`src/rtl/fsup_pkg.sv`:
```
package fsup_pkg;

  // Bit positions inside the status word
  localparam int FS_OC = 0;
  localparam int FS_OT = 1;
  localparam int FS_UV = 2;
  localparam int FS_W  = 3;

  typedef logic [FS_W-1:0] fstat_t;

  // Synchronized non-current environment flags
  typedef struct packed {
    logic por;
    logic uv;
    logic hot;
  } env_t;

endpackage

```
`src/rtl/fsup_sync.sv`:
```
module fsup_sync #(
  parameter int W      = 4,
  parameter int STAGES = 2
) (
  input  logic         clk,
  input  logic         rst,
  input  logic [W-1:0] d,
  output logic [W-1:0] q
);

  logic [W-1:0] st [STAGES];

  genvar g;
  generate
    for (g = 0; g < STAGES; g++) begin : g_stage
      if (g == 0) begin : g_first
        always_ff @(posedge clk) begin
          if (rst) st[g] <= '0;
          else     st[g] <= d;
        end
      end else begin : g_next
        always_ff @(posedge clk) begin
          if (rst) st[g] <= '0;
          else     st[g] <= st[g-1];
        end
      end
    end
  endgenerate

  assign q = st[STAGES-1];

endmodule

```
`src/rtl/fsup_oc_qual.sv`:
```
module fsup_oc_qual #(
  parameter int N_SW = 8,
  parameter int QUAL = 300
) (
  input  logic            clk,
  input  logic            rst,
  input  logic [N_SW-1:0] flags_s,
  input  logic            hold_clr,
  output logic            any_o,
  output logic            trip_o
);

  localparam int CW = $clog2(QUAL + 1);
  localparam logic [CW-1:0] CMAX = CW'(QUAL);

  logic [CW-1:0] cnt;

  assign any_o  = |flags_s;
  assign trip_o = any_o & ~hold_clr & (cnt == CMAX);

  always_ff @(posedge clk) begin
    if (rst || hold_clr || !any_o) cnt <= '0;
    else if (cnt != CMAX)          cnt <= cnt + 1'b1;
  end

endmodule

```
`src/rtl/fsup_recov.sv`:
```
module fsup_recov
  import fsup_pkg::*;
(
  input  logic   clk,
  input  logic   rst,
  input  logic   oc_trip,
  input  env_t   env_s,
  output logic   down_o,
  output logic   drv_off_o,
  output logic   ctl_rst_o,
  output fstat_t stat_o
);

  logic down_q;
  logic release_w;
  logic oc_n, ot_n;

  assign down_o    = env_s.uv | env_s.por;
  assign release_w = down_q & ~down_o;

  // Latches: a new fault takes priority over a release on the same edge
  assign oc_n = oc_trip   | (stat_o[FS_OC] & ~release_w);
  assign ot_n = env_s.hot | (stat_o[FS_OT] & ~release_w);

  always_ff @(posedge clk) begin
    if (rst) begin
      down_q    <= 1'b0;
      drv_off_o <= 1'b1;
      ctl_rst_o <= 1'b1;
      stat_o    <= '0;
    end else begin
      down_q        <= down_o;
      drv_off_o     <= down_o | oc_n | ot_n;
      ctl_rst_o     <= down_o;
      stat_o[FS_OC] <= oc_n;
      stat_o[FS_OT] <= ot_n;
      stat_o[FS_UV] <= env_s.uv;
    end
  end

endmodule

```
`src/rtl/fault_supervisor.sv`:
```
module fault_supervisor
  import fsup_pkg::*;
#(
  parameter int N_SW        = 8,
  parameter int QUAL_CYC    = 300,
  parameter int SYNC_STAGES = 2
) (
  input  logic            clk,
  input  logic            rst,
  input  logic [N_SW-1:0] ilim_i,
  input  logic            hot_i,
  input  logic            uv_i,
  input  logic            por_i,
  output logic            drv_off_o,
  output logic            ctl_rst_o,
  output logic [2:0]      fault_stat_o
);

  localparam int SW = N_SW + $bits(env_t);

  logic [SW-1:0]   raw_w, syn_w;
  logic [N_SW-1:0] ilim_s;
  env_t            env_s;
  logic            hot_s;
  logic            oc_any, oc_trip, sup_down;
  fstat_t          stat_w;

  assign raw_w  = {por_i, uv_i, hot_i, ilim_i};
  assign ilim_s = syn_w[N_SW-1:0];
  assign env_s  = env_t'(syn_w[SW-1:N_SW]);
  assign hot_s  = env_s.hot;

  fsup_sync #(.W(SW), .STAGES(SYNC_STAGES)) sync_i (
    .clk (clk),
    .rst (rst),
    .d   (raw_w),
    .q   (syn_w)
  );

  fsup_oc_qual #(.N_SW(N_SW), .QUAL(QUAL_CYC)) qual_i (
    .clk      (clk),
    .rst      (rst),
    .flags_s  (ilim_s),
    .hold_clr (sup_down),
    .any_o    (oc_any),
    .trip_o   (oc_trip)
  );

  fsup_recov recov_i (
    .clk       (clk),
    .rst       (rst),
    .oc_trip   (oc_trip),
    .env_s     (env_s),
    .down_o    (sup_down),
    .drv_off_o (drv_off_o),
    .ctl_rst_o (ctl_rst_o),
    .stat_o    (stat_w)
  );

  assign fault_stat_o = stat_w;

endmodule

```
`config.mk`:
```
export PLATFORM = sky130hd
export DESIGN_NAME = fault_supervisor
export DESIGN_NICKNAME = d
export VERILOG_FILES = /design/src/rtl/fsup_pkg.sv /design/src/rtl/fsup_sync.sv /design/src/rtl/fsup_oc_qual.sv /design/src/rtl/fsup_recov.sv /design/src/rtl/fault_supervisor.sv
export SDC_FILE = /design/constraint.sdc
export NUM_CORES = 1
export LEC_CHECK = 0
export BUFFER_PORTS_ARGS = -buffer_cell sky130_fd_sc_hd__buf_4
export CAP_MARGIN = 5
export CORE_UTILIZATION = 54
export CTS_CLUSTER_SIZE = 40
export DETAILED_ROUTE_END_ITERATION = 8
export GPL_TIMING_DRIVEN = 0
export PLACE_DENSITY = 0.87
export REMOVE_ABC_BUFFERS = 1
export SKIP_CTS_REPAIR_TIMING = 1
export SLEW_MARGIN = 30
export SYNTH_ARGS = -nofsm -noshare
export SYNTH_HDL_FRONTEND = slang
export SYNTH_SLANG_ARGS = --single-unit
```
`constraint.sdc`:
```
create_clock -name clk -period 1.5 [get_ports clk]
set_input_delay 0.3 -clock clk [delete_from_list [all_inputs] [get_ports clk]]
set_output_delay 0.3 -clock clk [all_outputs]
set_load 0.03 [all_outputs]
```
==> results.md <==
* Critical Path End Type: flip-flop
* Largest net degree at the start of global routing at 28
* Core Rows at 17
* Synthesis-to-layout area growth at 21.2%
* GRT Max-Usage Layer: met2
* Final Hold Fails at 0
* Most frequent cells in the layout: dfxtp_1 (35), nor2b_1 (21), buf_4 (20), a21oi_1 (9), nand3_1 (6)
* Setup TNS at 0 ps
* # diodes at 0
* Worst hold-check path type: in -> reg
* Met1 Track Usage GR at roughly a fifth
* Status: finished clean
* Final net count at 162
* Number of synthesized flops with an enable pin at 0
* First-pass GRT wire length at ~3500 µm
* Flops & latches, synth at 37
* Mapped Cells at 123
* CTS Root Cell: clkbuf_4
* Die footprint at 2600 µm²
* Top FF cell, synth: dfxtp_1
* Antenna violations before repair at 0
* GR Layer Usage met3 at under 10%
* VDD IR max at 0.816 mV
* Vias at 925
* CP max-delay cell: or4bb_4
* Clk_lat worst skew at approximately 320 ps
* Final max-slew violation count at 0
* Cell Area, Synth at 1290 µm²
* TritonCTS clock tree: built
* Placed cells at 165
* Final Non-Filler Cells at 176
* Seq/Total Area, Yosys at 57.3%
* # setup viols final at 0
* Port bufs at 17
* WP buf/inv at 1
* Period utilization at between 90% and 100%
* Critical setup path kind: reg -> reg
* Met2 global-route usage at 32.7%
* Die extent in x at 50.9 µm
* LEAKAGE at 0.602 nW
* Relative slew slack at 80.8%
* DP Wirelength at 1370 µm
* Pwr Density at 1180 nW/µm²
* Final Wtd Congestion at 0.766
* CP top delay family: simple AND/OR/NAND/NOR gates
* Synth cell types at 31
* Initial DRC Count at 20
* Pre-CTS setup slack at -111 ps
* Number of remaining DRC errors at 0
* FMAX at just under 700 MHz
* Fin worst setup slack at between 30 and 40 ps
* RSZ-0062 raised after global routing: no
* Critical Path AT at 1670 ps
* Syn avg cell area at 10.5 µm²
* Total gr overflow at 0
* Routed wire length at roughly 2000 µm
* Final ANT Viol Nets at 0
* Clock Pin Slew Worst Setup and Hold Paths at between 100 and 150 ps
* Clock Sink Count at 37
* All-Layer GR Usage at 18.4%
* Cells along the critical path: inv_2 -> ha_2 -> or4bb_4 -> o21ai_2 -> a21oi_1
* Req. time, crit path at 1710 ps
* Final Power at 1.86 mW
* CP Launch Type: flip-flop
* Worst path max stage delay at 490 ps
* Placed cell area at roughly 1400 µm²
* Worst-margin pin slew at 287 ps
* Vias per cell at 5.26
* Chip height at between 50 and 60 µm
* Max-cap violations at 0
* Initial Utilization at 57.9%
* Hold_ws at between 150 and 200 ps
* Final min period at roughly 1500 ps
* Synth Warn # at 0
* Synth async-reset ratio at 0%
* Clock skew at between 5 and 6 ps
* Worst-path maximum fanout at 4
* R2r setup slk at ~39 ps
* Mean routed wirelength per cell at 11.5 µm
* IO Pins at 18
* Num CTS Buffers at 5
* Via count of the first global-routing pass at 852
* CTS Buffer Depth at 2
* Commonest non-fill, non-tap cell in the layout: dfxtp_1
* Share of layout cells above drive strength 1 at 29.7%
* Finished Cell Area at between 1500 and 2000 µm²
* Core area at 2230 µm²
* Final core occ at 70.2%
* H-tree levels at 2
* Drt first pass iters at 4
-- flip-flops by register name, summed over array words and instances (netlist names) --
name	cells
recov_i.ctl_rst_o	1
recov_i.down_q	1
sync_i.st	22
qual_i.cnt	9
recov_i.stat_o	3
recov_i.drv_off_o	1
-- final timing paths --
path                                    from                          end  cells past startpoint
setup / recovery  qual_i.cnt[0]$_SDFFE_PP0P_   qual_i.cnt[1]$_SDFFE_PP0P_                      5
hold / removal                         por_i  sync_i.st[0][10]$_SDFF_PP0_                      2
setup reg to reg  qual_i.cnt[0]$_SDFFE_PP0P_   qual_i.cnt[1]$_SDFFE_PP0P_                      5
hold reg to reg   sync_i.st[0][4]$_SDFF_PP0_   sync_i.st[1][4]$_SDFF_PP0_                      1
-- area by class of cell --
| class | instances | area (µm²) |
|---|---|---|
| Inverter | 2 | 7.51 |
| Clock inverter | 2 | 38.8 |
| Timing Repair Buffer | 20 | 150 |
| Sequential cell | 37 | 748 |
| Fill cell | 165 | 666 |
| Multi-Input combinational cell | 81 | 547 |
| Clock buffer | 6 | 41.3 |
| Tap cell | 28 | 35.0 |
-- cells by family after synthesis --
| logic type | count (synthesis) | synth area share, % |
|---|---|---|
| compound gates | 22 | 10.8 |
| fa+ha+maj | 2 | 1.93 |
| simple gates | 57 | 28.4 |
| buf+inv | 5 | 1.55 |
| flops | 37 | 57.3 |
-- worst register-to-register path, cell delays in order (launching register included) --
cell	delay, ps
dfxtp_4	370
inv_2	80
ha_2	190
or4bb_4	490
o21ai_2	150
a21oi_1	80
-- layer usage --
metal  vias up  part of all wire (%)
met3         5                   4.6
met4         0                   1.9
met2        32                    52
met1       411                    41
li1        477                     -
met5         -                     0
-- power by group --
group,leakage (nW),switching (mW),internal (mW)
combinational,0.254,0.0700,0.0839
sequential,0.306,0.0163,1.02
clock,0.0424,0.310,0.355
total,0.602,0.396,1.46
-- synthesized netlist by cell type (4+ instances only) --
| cell | n | share of area, % |
|---|---|---|
| o21ai_0 | 7 | 2.7 |
| dfxtp_1 | 37 | 57 |
| a21oi_1 | 9 | 3.5 |
| or3_1 | 4 | 1.9 |
| nand2_1 | 5 | 1.5 |
| nand3_1 | 6 | 2.3 |
| nor2_1 | 5 | 1.5 |
| nor2b_1 | 21 | 10 |
(Power assumes the default switching activity.)
